File: src/rtl/dp_pkg.sv
package dp_pkg;
    typedef enum logic [0:0] {
        TRK_IDLE  = 1'b0,
        TRK_ARMED = 1'b1
    } trk_state_e;
endpackage

File: src/rtl/dp_table.sv
module dp_table #(
    parameter int IDX_W = 6,
    parameter int CNT_W = 6
) (
    input  logic                          clk,
    input  logic                          rst_n,
    input  logic [IDX_W-1:0]              rd_idx,
    output logic                          rd_dead,
    input  logic                          tr_en,
    input  logic [IDX_W-1:0]              tr_idx,
    input  logic                          tr_comm,
    input  logic                          clr_en,
    input  logic [IDX_W-1:0]              clr_idx,
    output logic [(1<<IDX_W)*CNT_W-1:0]   cnt_flat
);
    localparam int DEPTH = 1 << IDX_W;
    localparam logic [CNT_W-1:0] CNT_MAX = {CNT_W{1'b1}};

    logic [CNT_W-1:0] cnt_q [DEPTH];

    for (genvar i = 0; i < DEPTH; i++) begin : g_ent
        logic hit_clr, hit_tr;
        assign hit_clr = clr_en && (clr_idx == IDX_W'(i));
        assign hit_tr  = tr_en  && (tr_idx  == IDX_W'(i));

        // A tracker clear overrides a training update on the same entry.
        always_ff @(posedge clk or negedge rst_n) begin
            if (!rst_n) begin
                cnt_q[i] <= '0;
            end else if (hit_clr) begin
                cnt_q[i] <= '0;
            end else if (hit_tr) begin
                if (tr_comm)
                    cnt_q[i] <= '0;
                else if (cnt_q[i] != CNT_MAX)
                    cnt_q[i] <= cnt_q[i] + 1'b1;
            end
        end

        assign cnt_flat[i*CNT_W +: CNT_W] = cnt_q[i];
    end

    // Combinational read: same-cycle writes become visible only after the edge.
    assign rd_dead = (cnt_q[rd_idx] == CNT_MAX);
endmodule

File: src/rtl/dp_tracker.sv
module dp_tracker
    import dp_pkg::*;
#(
    parameter int PC_W  = 32,
    parameter int IDX_W = 6
) (
    input  logic             clk,
    input  logic             rst_n,
    input  logic             vio_valid,
    input  logic [PC_W-1:0]  vio_ea,
    input  logic             ld_valid,
    input  logic [IDX_W-1:0] ld_idx,
    input  logic [PC_W-1:0]  ld_ea,
    output logic             clr_en,
    output logic [IDX_W-1:0] clr_idx,
    output logic             armed,
    output logic [PC_W-1:0]  saved_ea
);
    trk_state_e state_q, state_d;
    logic       ea_match;

    assign ea_match = ld_valid && (ld_ea == saved_ea);

    // State and saved-address register
    always_ff @(posedge clk or negedge rst_n) begin
        if (!rst_n) begin
            state_q  <= TRK_IDLE;
            saved_ea <= '0;
        end else begin
            state_q <= state_d;
            if (vio_valid)
                saved_ea <= vio_ea;
        end
    end

    // Next state: RECORD, REARM, HIT
    always_comb begin
        state_d = state_q;
        unique case (state_q)
            TRK_IDLE:  if (vio_valid) state_d = TRK_ARMED;
            TRK_ARMED: begin
                if (vio_valid)     state_d = TRK_ARMED;
                else if (ea_match) state_d = TRK_IDLE;
            end
            default:   state_d = TRK_IDLE;
        endcase
    end

    // Outputs
    always_comb begin
        clr_en  = 1'b0;
        clr_idx = ld_idx;
        armed   = 1'b0;
        unique case (state_q)
            TRK_IDLE:  ;
            TRK_ARMED: begin
                armed  = 1'b1;
                clr_en = ea_match;
            end
            default:   ;
        endcase
    end
endmodule

File: src/rtl/dep_pred.sv
module dep_pred #(
    parameter int PC_W  = 32,
    parameter int IDX_W = 6,
    parameter int CNT_W = 6
) (
    input  logic            clk,
    input  logic            rst_n,
    input  logic [PC_W-1:0] lk_pc,
    output logic            lk_dead,
    input  logic            tr_valid,
    input  logic [PC_W-1:0] tr_pc,
    input  logic            tr_comm,
    input  logic            vio_valid,
    input  logic [PC_W-1:0] vio_ea,
    input  logic            ld_valid,
    input  logic [PC_W-1:0] ld_pc,
    input  logic [PC_W-1:0] ld_ea,
    output logic            trk_armed
);
    localparam int DEPTH = 1 << IDX_W;

    logic [IDX_W-1:0]       clr_idx;
    logic                   clr_en;
    logic [PC_W-1:0]        saved_ea_w;
    logic [DEPTH*CNT_W-1:0] cnt_flat_w;
    logic                   unused_hi;

    // Only the low address bits select an entry.
    assign unused_hi = ^{lk_pc[PC_W-1:IDX_W], tr_pc[PC_W-1:IDX_W], ld_pc[PC_W-1:IDX_W]};

    dp_table #(.IDX_W(IDX_W), .CNT_W(CNT_W)) u_tab (
        .clk      (clk),
        .rst_n    (rst_n),
        .rd_idx   (lk_pc[IDX_W-1:0]),
        .rd_dead  (lk_dead),
        .tr_en    (tr_valid),
        .tr_idx   (tr_pc[IDX_W-1:0]),
        .tr_comm  (tr_comm),
        .clr_en   (clr_en),
        .clr_idx  (clr_idx),
        .cnt_flat (cnt_flat_w)
    );

    dp_tracker #(.PC_W(PC_W), .IDX_W(IDX_W)) u_trk (
        .clk       (clk),
        .rst_n     (rst_n),
        .vio_valid (vio_valid),
        .vio_ea    (vio_ea),
        .ld_valid  (ld_valid),
        .ld_idx    (ld_pc[IDX_W-1:0]),
        .ld_ea     (ld_ea),
        .clr_en    (clr_en),
        .clr_idx   (clr_idx),
        .armed     (trk_armed),
        .saved_ea  (saved_ea_w)
    );
endmodule

File: config.mk
export PLATFORM = sky130hd
export DESIGN_NAME = dep_pred
export DESIGN_NICKNAME = d
export VERILOG_FILES = /design/src/rtl/dp_pkg.sv /design/src/rtl/dp_table.sv /design/src/rtl/dp_tracker.sv /design/src/rtl/dep_pred.sv
export SDC_FILE = /design/constraint.sdc
export NUM_CORES = 1
export LEC_CHECK = 0
export ABC_AREA = 1
export CAP_MARGIN = 20
export CORE_MARGIN = 8
export CORE_UTILIZATION = 50
export DETAILED_ROUTE_END_ITERATION = 16
export PLACE_DENSITY = 0.77
export SYNTH_ARGS = -nofsm -noshare
export SYNTH_HDL_FRONTEND = slang
export SYNTH_SLANG_ARGS = --single-unit
File: constraint.sdc
create_clock -name clk -period 4.15 [get_ports clk]
set_clock_uncertainty 0.1 [all_clocks]
set_input_delay 0.6225 -clock clk [delete_from_list [all_inputs] [get_ports clk]]
set_output_delay 0.6225 -clock clk [all_outputs]
set_load 0.03 [all_outputs]
[After elaboration in Yosys (flattened, before gate mapping)]
Cells that the tools add are included.
Operators by class
  add/sub/neg operators: 64
  $mul: 0
  div/mod/pow operators: 0
  order comparisons: 1
  equality and inequality tests: 192
  shift operators: 0
  mux-type cells: 265
  bitwise operators: 2
  reduce and logical (&&, ||, !) cells: 323
Operators with widths (number)
  two-way mux 6 bit: 258
  equality test 6 bit (second input constant): 65
  adder 6 x 1 -> 6 bit (second input constant): 64
  != test 6 bit (second input constant): 64
  equality test 6 x 5 -> 1 bit (second input constant): 32
  nonzero test 3 bit: 64
  logical AND 1 bit: 129
  AND reduction 2 bit: 64
  nonzero test 2 bit: 64
  equality test 6 x 4 -> 1 bit (second input constant): 16
  equality test 6 x 3 -> 1 bit (second input constant): 8
  binary-select mux 6 bit (select 6 bit): 1
  equality test 32 bit: 1
  equality test 6 x 2 -> 1 bit (second input constant): 4
  equality test 6 x 1 -> 1 bit (second input constant): 2
  zero test 6 bit: 2
  >= comparator 7 bit (second input constant): 1
  NOT 6 -> 7 bit: 1
  two-way mux 1 bit: 5
  one-hot mux 1 bit (2 select lines): 1
  NOT 1 bit: 1
Word-level totals
  register bits after elaboration: 417
  latch bits: 0
  bits in writable memories: 0
  bits in read-only memories: 0
  input port bits: 166
  output and inout bits: 2
  logic and storage cells: 913
  memories: 0

[Logic depth before layout (Yosys ltp)]
Gate-level depths: netlist (run 1).
  word-level depth: 6
  depth in mapped cells: 14
  mapped depth without buffers: 13

[By module]
A second synthesis (run 1) with hierarchy kept.
Second synthesis, totals
  cell total of the unflattened synthesis: 3956
  area, all modules: 27325.0 sq um
By module, submodules not included
  dp_table: times used 1, cells an instance 3619, area an instance 25219.2 sq um, seq. area each 9609.2 sq um
  dp_tracker: times used 1, cells an instance 337, area an instance 2105.8 sq um, seq. area each 825.8 sq um

[Worst setup path before layout (run 1)]
OpenSTA, ideal clock, no wires.
  path kind: input-to-output
  start point: input port lk_pc[0]
  end point: output port lk_dead
  arrival: 1.983 ns
  data required time: 3.428 ns
  path slack: 1.444 ns
  stages on the path: 13
  path buffers: 2
  cells stage by stage: inv_2 buf_2 buf_1 nand3_1 nand3_1 nand3_1 nand2_1 nand3_1 nand2_1 nand3_1 nand3_1 nand2_1 inv_1
On the way
  word-level cells in the longest chain between the ends: 5
Ends and longest elaborated chain
  start, declared: line dep_pred.sv:8  | input logic [PC_W-1:0] lk_pc,
  NOT 6 -> 7 bit (implied by the code): line dp_table.sv:44  | assign rd_dead = (cnt_q[rd_idx] == CNT_MAX);
  binary-select mux 6 bit (select 6 bit): line dp_table.sv:44
  two-way mux 6 bit (implied by the code) (2 in a row): line dp_table.sv:44
  equality test 6 bit: line dp_table.sv:44
  end, declared: line dep_pred.sv:9  | output logic lk_dead,
Every way passes these cells. The select of a mux whose other input is x is not followed.

[Worst setup path in the final report (run 1)]
  start point: input port lk_pc[1]
  end point: output port lk_dead
The elaborated chain is that of the path after synthesis.

==> results of run 1 <==
==> state kept, by name (all words and copies together) (netlist names) <==
register,count
u_trk.saved_ea,32
u_tab.cnt_flat,384
u_trk.state_q,1
==> layout make-up <==
cell class	instances	area, um2	area share, %
multi-input combinational	3005	14600	46.6
timing repair buffer	144	1430	4.59
inverter	636	2400	7.67
sequential	417	10400	33.4
clock buffer	71	1410	4.51
tap	748	936	2.99
clock inverter	12	97.6	0.312
==> worst reg2reg max path: cells and delay by family, from the launching register on <==
kind | cells | cell delay, ns
compound gates | 1 | 0.09
buf+inv | 2 | 0.33
flops | 1 | 0.37
simple gates | 6 | 1.37
==> cells by family after synthesis <==
group	synth area share [%]
AO/OA/AOI/OAI	12.4
XOR/XNOR	1.60
adder cells (fa/ha/maj)	2.86
buffers and inverters	10.7
flip-flops	37.3
multiplexers	0.604
AND/OR/NAND/NOR	34.6
==> path summary, 6_finish.rpt <==
check                                         from                  end  slack, ns  depth (start not counted)
worst min-delay path            u_trk.saved_ea[14]   u_trk.saved_ea[14]       0.42                          1
min in group asynchronous                    rst_n  u_tab.cnt_flat[187]       0.49                          2
worst max register to register   u_trk.saved_ea[7]   u_tab.cnt_flat[53]       1.76                          9
max in group asynchronous                    rst_n   u_trk.saved_ea[24]       2.33                          4
worst max-delay path                      lk_pc[1]              lk_dead       0.77                         15
worst min register to register  u_trk.saved_ea[14]   u_trk.saved_ea[14]       0.42                          1
==> routing by layer <==
metal	share of wire (%)	vias to the layer above	track usage [%]
met1	44	12600	32.1
met4	3.2	0	7.89
met5	0	-	0
met2	44	941	38.5
li1	-	13600	-
met3	8.8	159	5.02
==> stage by stage <==
stage / hold slack (ns) / instance area, um2 / setup slack [ns]
floorplan: 0.227 / 28000 / 1.44
global placement: 0.411 / 29700 / 0.827
detailed placement: 0.417 / 29700 / 0.830
CTS: 0.430 / 31200 / 0.827
global route: 0.435 / 31300 / 0.606
finish: 0.425 / 31300 / 0.771
==> layout by cell type, fill, tap and decap left out, drive strengths merged <==
| cell type | count |
|---|---|
| clkinvlp | 2 |
| dfrtp | 417 |
| a21boi | 1 |
| nand2 | 763 |
| o311ai | 2 |
| a32oi | 1 |
| mux2 | 15 |
| clkbuf | 71 |
| nor4 | 3 |
| o31ai | 2 |
| o41ai | 1 |
| nand4 | 52 |
| o21bai | 4 |
| o21a | 1 |
| a31oi | 28 |
| ha | 64 |
| o21ai | 300 |
| o22ai | 30 |
| a21o | 6 |
| clkinv | 8 |
| or2 | 40 |
| nand3 | 452 |
| and3 | 3 |
| buf | 60 |
| a41oi | 22 |
| xnor2 | 18 |
| clkdlybuf4s50 | 83 |
| bufinv | 1 |
| nor2 | 795 |
| o211ai | 28 |
| inv | 637 |
| nor3 | 131 |
| a21oi | 210 |
| dlygate4sd3 | 1 |
| xor2 | 33 |
==> what timing repair did <==
item	4_1_cts	5_1_grt
buffers inserted	0	0
resized for setup	0	0
hold buffers	1	0
hold endpoints to repair	57	0
==> power breakdown <==
part | internal [mW] | leakage, nW | switching (mW) | total, mW
logic | 1.14 | 9.41 | 1.92 | 3.06
registers | 4.68 | 4.81 | 0.479 | 5.16
clock network | 2.40 | 0.741 | 1.76 | 4.16
total | 8.21 | 15.0 | 4.16 | 12.4
==> flow_metrics.env, run 1 <==
export IMPL_grt_usage_pct=24.0
export IMPL_drt_antenna_violating_nets=0
export IMPL_async_flop_share_pct=100
export IMPL_fmax_ghz=0.296
export IMPL_place_congestion=0.915
export IMPL_period_share_pct=81.4
export IMPL_seq_area_frac_synth_pct=37.3
export IMPL_grt_pass1_vias=25400
export IMPL_synth_avg_cell_area_um2=6.66
export IMPL_die_area_um2=63800
export IMPL_yosysMostFrequentCell="nand2_1"
export IMPL_rsz0062_at_grt="no"
export IMPL_dr_total_vias=27400
export IMPL_drt_total_wl_um=77100
export IMPL_syn_inst=4202
export IMPL_path_clk_slew_ns=0.05
export IMPL_cts_buffer_depth=3
export IMPL_worstPathCellList="buf_4, inv_2, buf_4, buf_4, nand3_1, nand3_1, nand3_1, nand2_1, nand2_1, nor2_1, nand2_1, nand3_1, nand2_1, inv_1, buf_4"
export IMPL_io_buffer_count=89
export IMPL_hold_viol_final=0
export IMPL_dp_hpwl_um=54000
export IMPL_drc=0
export IMPL_drv_slew=0
export IMPL_synthTopCellsByCount="nand2_1 (761), nor2_1 (716), inv_1 (603)"
export IMPL_end_kind="output pin"
export IMPL_drt_iter0_markers=2372
export IMPL_dpl_cell_count=4947
export IMPL_synth_top_cell_area_share_pct=37.3
export IMPL_irDropWorstVdd_mv=0.304
export IMPL_synth_area_top_cells="dfrtp_1 (37%), nand2_1 (10%), nor2_1 (9.6%)"
export IMPL_relSlewSlack_pct=49.8
export IMPL_num_rows=86
export IMPL_min_path_type="flop to flop"
export IMPL_worstPathRequired_ns=3.43
export IMPL_final_cells=5033
export IMPL_io_pins=168
export IMPL_cp_arrival_ns=2.66
export IMPL_fp_dieH_um=253
export IMPL_fp_coreArea_um2=55200
export IMPL_layout_min_cycle_time_ns=3.38
export IMPL_fill_cells=5306
export IMPL_syn_num_nets=4432
export IMPL_maxCapViolCount=0
export IMPL_syn2layout_area_growth_pct=11.8
export IMPL_synthFlopType="dfrtp_1"
export IMPL_max_stage_delay_ns=0.39
export IMPL_cpMaxStageDelayCell="buf_4"
export IMPL_clkLatencyLatePin_ns=0.60
export IMPL_dr_pass1_iters=6
export IMPL_powerDensity_nw_per_um2=396
export IMPL_cts_tree="done"
export IMPL_clockRootBuffer="clkbuf_16"
export IMPL_start_util_pct=50.7
export IMPL_synth_top_area_cell="dfrtp_1"
export IMPL_grt_max_degree=94
export IMPL_avgViaCountPerCell=5.44
export IMPL_syn_area_um2=28000
export IMPL_cts_buffers=49
export IMPL_p_leak_nw=15.0
export IMPL_status="finished, final reports clean"
export IMPL_grt_overflow_total=0
export IMPL_wl_per_cell_um=15.3
export IMPL_yosysWarnings=0
export IMPL_crit_family="buffers and inverters"
export IMPL_power_mw=12.4
export IMPL_cts_sinks=417
export IMPL_synth_edff_count=0
export IMPL_dieWidth_um=253
export IMPL_critPathLaunchType="input pin"
export IMPL_worst_setup_path_type="input pin to output pin"
export IMPL_synth_distinct_cells=46
export IMPL_setup_viol=0
export IMPL_final_nets=4483
export IMPL_antenna_found_initial=0
export IMPL_worst_pin_slew_ns=0.751
export IMPL_tns_ns=0
export IMPL_yosys_register_bits=417
export IMPL_antenna_diode_count=0
export IMPL_drive_gt1_share_pct=6.98
export IMPL_post_route_util_pct=56.6
export IMPL_crit_buf_inv=6
export IMPL_grt_pass1_wl_um=127000
export IMPL_cp_max_fo=24
export IMPL_ctsHtreeMaxLevel=2
(Power assumes the default switching activity.)
==> inputs of run 2 (changes only) <==
clock period = 3.13 ns   (was 4.15 ns; I/O delays follow)
==> flow_metrics.env, run 2 (same netlist as run 1, synthesis figures left out) <==
export IMPL_clockRootBuffer="clkbuf_16"
export IMPL_hold_ws_ns=0.330
export IMPL_grt_usage_pct=24.0
export IMPL_worst_pin_slew_ns=0.596
export IMPL_switching_share_pct=33.1
export IMPL_largest_register_ff_count=384
export IMPL_grt_overflow_total=0
export IMPL_p_int_mw=11.1
export IMPL_grt_pass1_wl_um=127000
export IMPL_drv_slew=0
export IMPL_io_buffer_count=89
export IMPL_dpl_cell_count=4979
export IMPL_min_path_type="input pin to flop"
export IMPL_drive_gt1_share_pct=7.73
export IMPL_end_kind="output pin"
export IMPL_critPathLaunchType="input pin"
export IMPL_regArea_um2=10400
export IMPL_clkLatencyLatePin_ns=0.59
export IMPL_setup_viol=0
export IMPL_place_congestion=0.948
export IMPL_fmax_ghz=0.332
export IMPL_avgViaCountPerCell=5.46
export IMPL_die_area_um2=63800
export IMPL_cts_sinks=417
export IMPL_wl_met3_um=6500
export IMPL_status="finished, final reports clean"
export IMPL_rsz0062_at_grt="no"
export IMPL_cts_tree="done"
export IMPL_dieWidth_um=253
export IMPL_fill_cells=5236
export IMPL_drc=0
export IMPL_drt_iter0_markers=2396
export IMPL_power_frac_clock_pct=34.2
export IMPL_dp_hpwl_um=55800
export IMPL_fp_dieH_um=253
export IMPL_path_clk_slew_ns=0.05
export IMPL_num_rows=86
export IMPL_maxCapViolCount=0
export IMPL_final_common_cell="nand2_1"
export IMPL_multi_input_area_um2=14600
export IMPL_relSlewSlack_pct=60.3
export IMPL_grt_max_degree=83
export IMPL_final_cells=5068
export IMPL_drt_antenna_violating_nets=0
export IMPL_combPwrFrac_pct=24.7
export IMPL_powerDensity_nw_per_um2=524
export IMPL_layout_min_cycle_time_ns=3.01
export IMPL_cts_buffer_depth=3
export IMPL_wl_met2_um=35000
export IMPL_wl_met1_um=33700
export IMPL_period_share_pct=96.2
export IMPL_dr_pass1_iters=5
export IMPL_dr_total_vias=27700
export IMPL_power_frac_seq_pct=41.1
export IMPL_antenna_found_initial=0
export IMPL_final_nets=4513
export IMPL_wl_per_cell_um=15.4
export IMPL_cp_max_fo=61
export IMPL_routed_top_layer="met4"
export IMPL_p_leak_nw=15.2
export IMPL_fin_ws_ns=0.118
export IMPL_tns_ns=0
export IMPL_hold_viol_final=0
export IMPL_place_ws_ns=0.195
export IMPL_start_util_pct=50.7
export IMPL_netSwitchingPower_mw=5.51
export IMPL_drt_total_wl_um=78000
export IMPL_fp_coreArea_um2=55200
export IMPL_layout_common_cells="nand2_1 (761), nor2_1 (716), inv_1 (602), nand3_1 (451), dfrtp_1 (417)"
export IMPL_io_pins=168
export IMPL_syn2layout_area_growth_pct=13.5
export IMPL_worstPathRequired_ns=2.56
export IMPL_post_cts_buffers=0
export IMPL_antenna_diode_count=0
export IMPL_ctsHtreeMaxLevel=2
export IMPL_cts_buffers=48
export IMPL_grt_pass1_vias=25900
export IMPL_worst_setup_path_type="input pin to output pin"
export IMPL_irDropWorstVdd_mv=0.401
export IMPL_cp_arrival_ns=2.44
## run 2: cell count changes in the layout (fill, tap and decap cells not counted), moves of 2 or more
cell / change
buf_12: +15
clkinvlp_4: -2
clkinv_2: +2
clkbuf_8: +5
inv_6: -2
buf_4: +17
## run 2: critical path, stage by stage
cell and delay, ns:
buf_6 0.10, buf_12 0.31, buf_12 0.28, nand2_1 0.09
nand3_1 0.10, nand3_1 0.12, nand3_1 0.14, nand2_1 0.06
nand2_1 0.06, nor2_1 0.05, nand2_1 0.10, nand3_1 0.08
nand2_1 0.19, inv_1 0.07, buf_4 0.17
## run 2: layout make-up
class | instances | share of cell area (%)
tap | 748 | 2.95
timing repair buffer | 175 | 5.78
sequential | 417 | 32.9
multi-input combinational | 3005 | 45.9
inverter | 636 | 7.55
clock buffer | 76 | 4.65
clock inverter | 11 | 0.331
## run 2: final timing paths
kind / startpoint / endpoint / slack, ns / depth (start not counted)
hold / removal: tr_comm / u_tab.cnt_flat[23] / 0.33 / 4
min in group asynchronous: rst_n / u_tab.cnt_flat[350] / 0.36 / 2
max in group asynchronous: rst_n / u_tab.cnt_flat[111] / 1.57 / 4
setup / recovery: lk_pc[0] / lk_dead / 0.12 / 15
setup reg to reg: u_trk.saved_ea[21] / u_tab.cnt_flat[270] / 0.77 / 12
hold reg to reg: u_trk.saved_ea[16] / u_trk.saved_ea[16] / 0.43 / 1
## run 2: layer usage
layer,vias to the layer above,GRT usage [%]
met1,12900,31.6
li1,13700,-
met3,176,4.67
met5,-,0
met2,951,38.6
met4,0,9.82
## run 2: through the flow
stage	utilization [%]	total power, mW	cell area, um2
2_1_floorplan	-	9.78	28000
3_3_place_gp	54.6	10.8	30100
3_5_place_dp	54.6	11.0	30100
4_1_cts	57.5	16.7	31700
5_1_grt	57.5	17.7	31700
6_report	57.5	16.6	31700
## run 2: repair_timing
item                      4_1_cts  5_1_grt
gates resized for setup         0        0
hold endpoints to repair       56        0
hold buffers                    1        0
## run 2: power by group through the flow
| stage | clock, mW | sequential (mW) | combinational [mW] |
|---|---|---|---|
| floorplan | 0 | 6.75 | 3.02 |
| global placement | 0 | 6.88 | 3.93 |
| detailed placement | 0 | 6.91 | 4.06 |
| CTS | 5.79 | 6.82 | 4.10 |
| global route | 5.99 | 6.94 | 4.75 |
| finish | 5.69 | 6.84 | 4.12 |
